## config.mk

```make
export PLATFORM = sky130hd
export DESIGN_NAME = term_io_ctrl
export DESIGN_NICKNAME = d
export VERILOG_FILES = /design/src/rtl/term_io_pkg.sv /design/src/rtl/term_io_decode.sv /design/src/rtl/term_io_rx.sv /design/src/rtl/term_io_tx.sv /design/src/rtl/term_io_ctrl.sv
export SDC_FILE = /design/constraint.sdc
export NUM_CORES = 1
export LEC_CHECK = 0
export ABC_AREA = 1
export BUFFER_PORTS_ARGS = -buffer_cell sky130_fd_sc_hd__buf_2
export CAP_MARGIN = 40
export CORE_MARGIN = 2
export CORE_UTILIZATION = 36
export DETAILED_ROUTE_END_ITERATION = 16
export PLACE_DENSITY = 0.73
export SLEW_MARGIN = 20
export SYNTH_ARGS = -nofsm -noshare
export SYNTH_HDL_FRONTEND = slang
export SYNTH_SLANG_ARGS = --single-unit
```

## constraint.sdc

```tcl
create_clock -name clk -period 1.3 [get_ports clk]
set_clock_uncertainty 0.05 [all_clocks]
set_input_delay 0.13 -clock clk [delete_from_list [all_inputs] [get_ports clk]]
set_output_delay 0.13 -clock clk [all_outputs]
set_load 0.01 [all_outputs]
```

## src/rtl/term_io_pkg.sv

```systemverilog
package term_io_pkg;

    typedef enum logic {
        RX_EMPTY,
        RX_HOLD
    } rx_state_t;

    typedef enum logic {
        TX_IDLE,
        TX_SEND
    } tx_state_t;

    typedef enum logic [2:0] {
        SEL_NONE,
        SEL_RX_CTL,
        SEL_RX_DAT,
        SEL_TX_CTL,
        SEL_TX_DAT
    } reg_sel_t;

    localparam int CTL_RDY_BIT = 0;
    localparam int CTL_IE_BIT  = 1;

    localparam int OFS_RX_CTL = 0;
    localparam int OFS_RX_DAT = 4;
    localparam int OFS_TX_CTL = 8;
    localparam int OFS_TX_DAT = 12;

endpackage

```

## src/rtl/term_io_decode.sv

```systemverilog
module term_io_decode
    import term_io_pkg::*;
#(
    parameter int              AW        = 32,
    parameter logic [AW-1:0]   BASE      = 32'hFFFF_0000,
    parameter int              WIN_BYTES = 256
) (
    input  logic [AW-1:0] addr,
    output reg_sel_t      sel
);
    localparam int WB = $clog2(WIN_BYTES);

    logic          in_win;
    logic [WB-1:0] ofs;

    assign in_win = (addr[AW-1:WB] == BASE[AW-1:WB]);
    assign ofs    = addr[WB-1:0];

    always_comb begin
        sel = SEL_NONE;
        if (in_win) begin
            if (ofs == WB'(OFS_RX_CTL))      sel = SEL_RX_CTL;
            else if (ofs == WB'(OFS_RX_DAT)) sel = SEL_RX_DAT;
            else if (ofs == WB'(OFS_TX_CTL)) sel = SEL_TX_CTL;
            else if (ofs == WB'(OFS_TX_DAT)) sel = SEL_TX_DAT;
        end
    end

endmodule

```

## src/rtl/term_io_rx.sv

```systemverilog
module term_io_rx
    import term_io_pkg::*;
#(
    parameter int DW = 8
) (
    input  logic          clk,
    input  logic          rst_n,
    input  logic          kb_valid,
    input  logic [DW-1:0] kb_byte,
    input  logic          data_rd,
    input  logic          ctl_wr,
    input  logic          wr_ie,
    output logic          ready,
    output logic          ie,
    output logic [DW-1:0] held
);
    rx_state_t state, nxt;

    always_ff @(posedge clk) begin
        if (!rst_n) state <= RX_EMPTY;
        else        state <= nxt;
    end

    always_comb begin
        nxt = state;
        unique case (state)
            RX_EMPTY: if (kb_valid) nxt = RX_HOLD;
            RX_HOLD:  if (!kb_valid && data_rd) nxt = RX_EMPTY;
            default:  nxt = RX_EMPTY;
        endcase
    end

    always_ff @(posedge clk) begin
        if (!rst_n) begin
            held <= '0;
            ie   <= 1'b0;
        end else begin
            if (kb_valid) held <= kb_byte;
            if (ctl_wr)   ie   <= wr_ie;
        end
    end

    always_comb ready = (state == RX_HOLD);

    p_arrival_sets_ready_r3: assert property (@(posedge clk) disable iff (!rst_n)
        kb_valid |=> ready && (held == $past(kb_byte)));

    p_read_clears_ready_r4: assert property (@(posedge clk) disable iff (!rst_n)
        (data_rd && !kb_valid) |=> !ready);

    p_overwrite_keeps_ready_r5: assert property (@(posedge clk) disable iff (!rst_n)
        (ready && kb_valid) |=> ready);

    p_ie_write_r9: assert property (@(posedge clk) disable iff (!rst_n)
        ctl_wr |=> (ie == $past(wr_ie)));

endmodule

```

## src/rtl/term_io_tx.sv

```systemverilog
module term_io_tx
    import term_io_pkg::*;
#(
    parameter int DW  = 8,
    parameter int LAT = 20
) (
    input  logic          clk,
    input  logic          rst_n,
    input  logic          data_wr,
    input  logic [DW-1:0] wr_byte,
    input  logic          ctl_wr,
    input  logic          wr_ie,
    output logic          ready,
    output logic          ie,
    output logic          disp_strobe,
    output logic [DW-1:0] disp_byte,
    output logic          disp_busy
);
    localparam int CW = $clog2(LAT + 1);

    tx_state_t       state, nxt;
    logic [CW-1:0]   cnt;
    logic            accept;

    assign accept = (state == TX_IDLE) && data_wr;

    always_ff @(posedge clk) begin
        if (!rst_n) state <= TX_IDLE;
        else        state <= nxt;
    end

    always_comb begin
        nxt = state;
        unique case (state)
            TX_IDLE: if (data_wr) nxt = TX_SEND;
            TX_SEND: if (cnt == '0) nxt = TX_IDLE;
            default: nxt = TX_IDLE;
        endcase
    end

    always_ff @(posedge clk) begin
        if (!rst_n) begin
            cnt         <= '0;
            disp_strobe <= 1'b0;
            disp_byte   <= '0;
            ie          <= 1'b0;
        end else begin
            disp_strobe <= accept;
            if (accept) begin
                cnt       <= CW'(LAT - 1);
                disp_byte <= wr_byte;
            end else if (state == TX_SEND && cnt != '0) begin
                cnt <= cnt - 1'b1;
            end
            if (ctl_wr) ie <= wr_ie;
        end
    end

    always_comb begin
        ready     = (state == TX_IDLE);
        disp_busy = (state == TX_SEND);
    end

    p_write_drops_ready_r6: assert property (@(posedge clk) disable iff (!rst_n)
        (ready && data_wr) |=> !ready && disp_strobe && (disp_byte == $past(wr_byte)));

    p_single_strobe_r6: assert property (@(posedge clk) disable iff (!rst_n)
        disp_strobe |=> !disp_strobe);

    p_ready_returns_r7: assert property (@(posedge clk) disable iff (!rst_n)
        (state == TX_SEND && cnt == '0) |=> ready);

    p_busy_write_ignored_r8: assert property (@(posedge clk) disable iff (!rst_n)
        (!ready && data_wr) |=> !disp_strobe && $stable(disp_byte));

endmodule

```

## src/rtl/term_io_ctrl.sv

```systemverilog
module term_io_ctrl
    import term_io_pkg::*;
#(
    parameter logic [31:0] BASE      = 32'hFFFF_0000,
    parameter int          WIN_BYTES = 256,
    parameter int          TX_LAT    = 20
) (
    input  logic        clk,
    input  logic        rst_n,
    input  logic [31:0] bus_addr,
    input  logic        bus_rd,
    input  logic        bus_wr,
    input  logic [31:0] bus_wdata,
    output logic [31:0] bus_rdata,
    input  logic        kb_valid,
    input  logic [7:0]  kb_byte,
    output logic        disp_strobe,
    output logic [7:0]  disp_byte,
    output logic        disp_busy,
    output logic        irq
);
    localparam int DW = 8;

    reg_sel_t      sel;
    logic          rx_rdy, rx_ie, tx_rdy, tx_ie;
    logic [DW-1:0] rx_held;

    term_io_decode #(.AW(32), .BASE(BASE), .WIN_BYTES(WIN_BYTES)) u_dec (
        .addr (bus_addr),
        .sel  (sel)
    );

    term_io_rx #(.DW(DW)) u_rx (
        .clk      (clk),
        .rst_n    (rst_n),
        .kb_valid (kb_valid),
        .kb_byte  (kb_byte),
        .data_rd  (bus_rd && sel == SEL_RX_DAT),
        .ctl_wr   (bus_wr && sel == SEL_RX_CTL),
        .wr_ie    (bus_wdata[CTL_IE_BIT]),
        .ready    (rx_rdy),
        .ie       (rx_ie),
        .held     (rx_held)
    );

    term_io_tx #(.DW(DW), .LAT(TX_LAT)) u_tx (
        .clk         (clk),
        .rst_n       (rst_n),
        .data_wr     (bus_wr && sel == SEL_TX_DAT),
        .wr_byte     (bus_wdata[DW-1:0]),
        .ctl_wr      (bus_wr && sel == SEL_TX_CTL),
        .wr_ie       (bus_wdata[CTL_IE_BIT]),
        .ready       (tx_rdy),
        .ie          (tx_ie),
        .disp_strobe (disp_strobe),
        .disp_byte   (disp_byte),
        .disp_busy   (disp_busy)
    );

    always_comb begin
        bus_rdata = '0;
        if (bus_rd) begin
            unique case (sel)
                SEL_RX_CTL: begin
                    bus_rdata[CTL_RDY_BIT] = rx_rdy;
                    bus_rdata[CTL_IE_BIT]  = rx_ie;
                end
                SEL_RX_DAT: bus_rdata[DW-1:0] = rx_held;
                SEL_TX_CTL: begin
                    bus_rdata[CTL_RDY_BIT] = tx_rdy;
                    bus_rdata[CTL_IE_BIT]  = tx_ie;
                end
                default: bus_rdata = '0;
            endcase
        end
    end

    always_comb irq = (rx_ie && rx_rdy) || (tx_ie && tx_rdy);

    p_quiet_bus_r2: assert property (@(posedge clk) disable iff (!rst_n)
        !bus_rd |-> (bus_rdata == '0));

    p_irq_rx_r10: assert property (@(posedge clk) disable iff (!rst_n)
        (rx_ie && rx_rdy) |-> irq);

    p_irq_tx_r10: assert property (@(posedge clk) disable iff (!rst_n)
        (tx_ie && tx_rdy) |-> irq);

    p_irq_off_r10: assert property (@(posedge clk) disable iff (!rst_n)
        (!rx_ie && !tx_ie) |-> !irq);

endmodule

```

==> implementation parameters <==
Parameter                              Value

Global route
  Sum of overflow across all layers after global routing ... 0
  GRT Resource Usage Total ... 0.184
  Grt peak-use layer ... met2
  Met1 Track Usage GR ... 0.204
  Wire length of the first global-routing pass ... 7470 µm
  Maximum number of pins on one net before global-route repair ... 17
  Number of antenna violations at the first check in global routing ... 0
  Vias in the first global route ... 1761
  GR Layer Usage met2 ... 0.341
  Grt met3 use ... 0.0509

Yosys
  Flip-flop and latch count after synthesis ... 26
  Compound-Gate Fraction of Synth Area ... 0.0911
  Post-synthesis async set-or-reset flop share ... 0
  Post-synthesis instance total ... 232
  Synthesized area per cell ... 6.63 µm²
  Sequential cell area fraction in the yosys report ... 0.338
  Synth warnings ... 0
  Post-synthesis instance area ... 1540 µm²
  Top flip-flop cell by instance count after synthesis ... sky130_fd_sc_hd__dfxtp_1
  EDFF count, synth ... 0
  Post-synthesis xor/xnor area fraction ... 0.0114
  Area share of fa/ha/maj cells after synthesis ... 0.00814
  Simple logic cell fraction of the synthesized area ... 0.351
  Share of synthesized area spent on multiplexers ... 0
  Largest family of logic cells by synthesized area ... simple AND/OR/NAND/NOR gates
  Number of distinct library cell variants in the gate-level netlist after synthesis ... 25

Finish
  Summed area of non-filler cells in the final layout ... 2660 µm²
  Number of nets in the final layout ... 420
  Ant diodes ... 0
  Share of final-layout standard cells stronger than drive strength 1 ... 0.507
  Number of fill cells in the layout ... 319
  Final Core Density ... 0.656
  Layout area overhead ... 73.1%

Timing
  Final hold violations ... 0
  Minimum clock period after layout ... 1.54 ns
  Pins over their slew limit ... 0
  Final setup violation count ... 11
  Fin worst setup slack ... -0.241 ns
  Unrepaired setup endpoints after global routing ... yes
  Period utilization ... 1.19
  Highest attainable clock frequency ... 649 MHz

Power and ir drop
  Seq pwr share ... 0.454
  Share of power burned in combinational logic ... 0.177
  Cell leakage power ... 1.32 nW
  Total power density per cell area ... 681 nW/µm²
  Clock power share ... 0.370
  Switching power of the nets ... 433 µW
  Share of total power consumed by net switching ... 0.239
  Internal power ... 1.38 mW
  Highest ir drop seen on vdd ... 775 µV

Drt
  Number of DRC violations after detailed-routing iteration 0 ... 87
  WL final ... 5070 µm
  Remaining antenna violation count after routing ... 0
  Via total after detailed routing ... 1855
  WL per Instance ... 13.0 µm
  Iteration count of the initial detailed-routing pass ... 4
  Via-per-instance ratio ... 4.74
  DRC Markers ... 0

Placed design
  Post-Place Cell Area ... 1980 µm²
  IO Port Bufs ... 71
  Final weighted congestion in routability-driven placement ... 0.751
  HPWL after DPL ... 2800 µm

Clock tree
  TritonCTS buffer count ... 3
  H-tree level count ... 1
  Root Buffer ... sky130_fd_sc_hd__clkbuf_8
  Later-pin clock latency in the skew report ... 0.27 ns
  TritonCTS clock tree ... done
  Max clock buf depth ... 2
  Clk slew on worst S/H paths ... 0.09 ns
  Total number of clock tree sinks ... 26

Worst setup path
  Cell-by-cell trace of the critical path ... buf_6 -> nand2_2 -> nor2_1 -> nand2_1 -> nor2_4 -> nand3_4 -> nor2_4 -> nand2_1 -> nand3_1 -> nand2_1 -> inv_1 -> buf_2
  Data required time of the critical path ... 1.12 ns
  Largest fanout of any net on the critical path ... 3
  Critical path type ... input pin to primary output
  Worst stage delay on the critical path ... 0.21 ns
  Type of origin of the critical path ... input pin
  Arrival time of data at the critical path endpoint ... 1.36 ns
  Library cell contributing the largest single delay on the critical path ... sky130_fd_sc_hd__nor2_4
  Crit end category ... primary output
  Most repeated library cell on the critical path ... sky130_fd_sc_hd__nand2_1

Job
  Max-Cap Viols ... 0

Die
  Area of the core ... 4060 µm²
  Initial cell density of the core ... 0.379
  Area of the die ... 4810 µm²
  Y dimension of the die ... 69.4 µm
  Die X-Extent ... 69.4 µm
  Core Rows ... 23
  Number of top-level design ports ... 120

Min path
  Tightest Hold Check Type ... input pin to register

Run status
  Result of the run ... finished with violations
  Failing checks ... setup timing
==> sequential cells by signal, summed over array words and instances (netlist names) <==
signal and cells:
u_tx.cnt 5, u_tx.ie 1, u_rx.ready 1, u_rx.ie 1
u_tx.disp_byte 8, u_tx.disp_strobe 1, u_rx.held 8, u_tx.disp_busy 1
==> Yosys cell counts, drive strengths merged, types with 2 or more instances <==
cell type  count  area (µm²)
clkbuf         2        7.51
o21ai         11        55.1
buf           26         195
a21oi         12        63.8
dfxtp         26         521
nand4          8        65.1
nor3           2        10.0
nand2         54         203
nor2          40         158
nand3         17        95.1
inv           27         101
xor2           2        17.5
==> cells by family (layout without fill, tap and decap cells) <==
kind of cell	Yosys count	after routing
fa+ha+maj	1	1
simple gates	122	122
xor+xnor	2	2
flops	26	26
compound gates	25	25
buf+inv	55	141
other cells	1	24
==> cells in the final DEF, fill, tap and decap left out, types with 2 or more instances in the layout <==
cell type / n
sky130_fd_sc_hd__buf_2: 51
sky130_fd_sc_hd__nand2_1: 37
sky130_fd_sc_hd__buf_6: 31
sky130_fd_sc_hd__conb_1: 24
sky130_fd_sc_hd__dfxtp_1: 23
sky130_fd_sc_hd__inv_1: 22
sky130_fd_sc_hd__buf_4: 22
sky130_fd_sc_hd__nor2_1: 15
sky130_fd_sc_hd__nand2_2: 14
sky130_fd_sc_hd__nor2_4: 13
sky130_fd_sc_hd__nor2_2: 12
sky130_fd_sc_hd__nand3_1: 12
sky130_fd_sc_hd__o21ai_0: 8
sky130_fd_sc_hd__a21oi_1: 8
sky130_fd_sc_hd__nand4_1: 7
sky130_fd_sc_hd__dlygate4sd3_1: 6
sky130_fd_sc_hd__nand3_4: 5
sky130_fd_sc_hd__inv_2: 4
sky130_fd_sc_hd__a21oi_2: 4
sky130_fd_sc_hd__nand2_4: 3
sky130_fd_sc_hd__clkbuf_8: 3
sky130_fd_sc_hd__xor2_1: 2
sky130_fd_sc_hd__o21ai_1: 2
sky130_fd_sc_hd__dfxtp_2: 2
==> power groups by stage <==
stage | sequential, mW | combinational [mW] | clock [mW]
6_report | 0.822 | 0.320 | 0.670
5_1_grt | 0.824 | 0.346 | 0.714
4_1_cts | 0.823 | 0.269 | 0.681
3_5_place_dp | 0.841 | 0.207 | 0
3_3_place_gp | 0.841 | 0.205 | 0
2_1_floorplan | 0.839 | 0.151 | 0
==> through the flow <==
stage               TNS, ns  setup WS, ns  power (mW)  std cells  hold WS, ns
global route          -3.12        -0.321        1.88        391      0.00943
CTS                   -1.01        -0.138        1.77        390     0.000562
detailed placement    -2.43        -0.213        1.05        366        0.271
global placement      -1.94        -0.201        1.05        366        0.269
floorplan                 0        0.0200       0.990        255        0.183
finish                -1.90        -0.241        1.81        391      0.00629
==> final cells by class <==
type	instances	area [µm²]	area share
Clock inverter	1	30.0	0.0113
Multi-Input combinational cell	174	1070	0.401
Sequential cell	26	527	0.198
Clock buffer	3	41.3	0.0155
Tap cell	50	62.6	0.0235
Timing Repair Buffer	110	830	0.312
Inverter	27	104	0.0390
==> repair_timing <==
action	CTS	global route
hold buffers	6	0
setup endpoints to repair	11	20
cloned	0	0
setup buffers	15	9
pin swaps	25	27
gates resized for setup	59	55
endpoints found under the hold margin	6	0
==> routing by layer <==
| layer | part of all wire | routed length, µm |
|---|---|---|
| met1 | 0.37 | 1890 |
| met2 | 0.54 | 2720 |
| met3 | 0.071 | 358 |
| met4 | 0.022 | 113 |
| met5 | 0 | 0 |
==> critical path: cells and delay by family <==
family	cells	cell delay (ns)
buffers and inverters	3	0.25
AND/OR/NAND/NOR	9	0.98
==> worst paths after layout <==
path,from,end,slack (ns),cells after the start
setup reg to reg,u_tx.cnt[0]$_SDFFE_PN0P_,u_tx.cnt[0]$_SDFFE_PN0P_,-0.06,9
hold reg to reg,u_rx.held[5]$_SDFFE_PN0P_,u_rx.held[5]$_SDFFE_PN0P_,0.42,2
setup / recovery,bus_addr[17],bus_rdata[0],-0.24,12
hold / removal,bus_wdata[2],u_tx.disp_byte[2]$_SDFFE_PN0P_,0.006,3
Power figures use the tool's default switching activity.
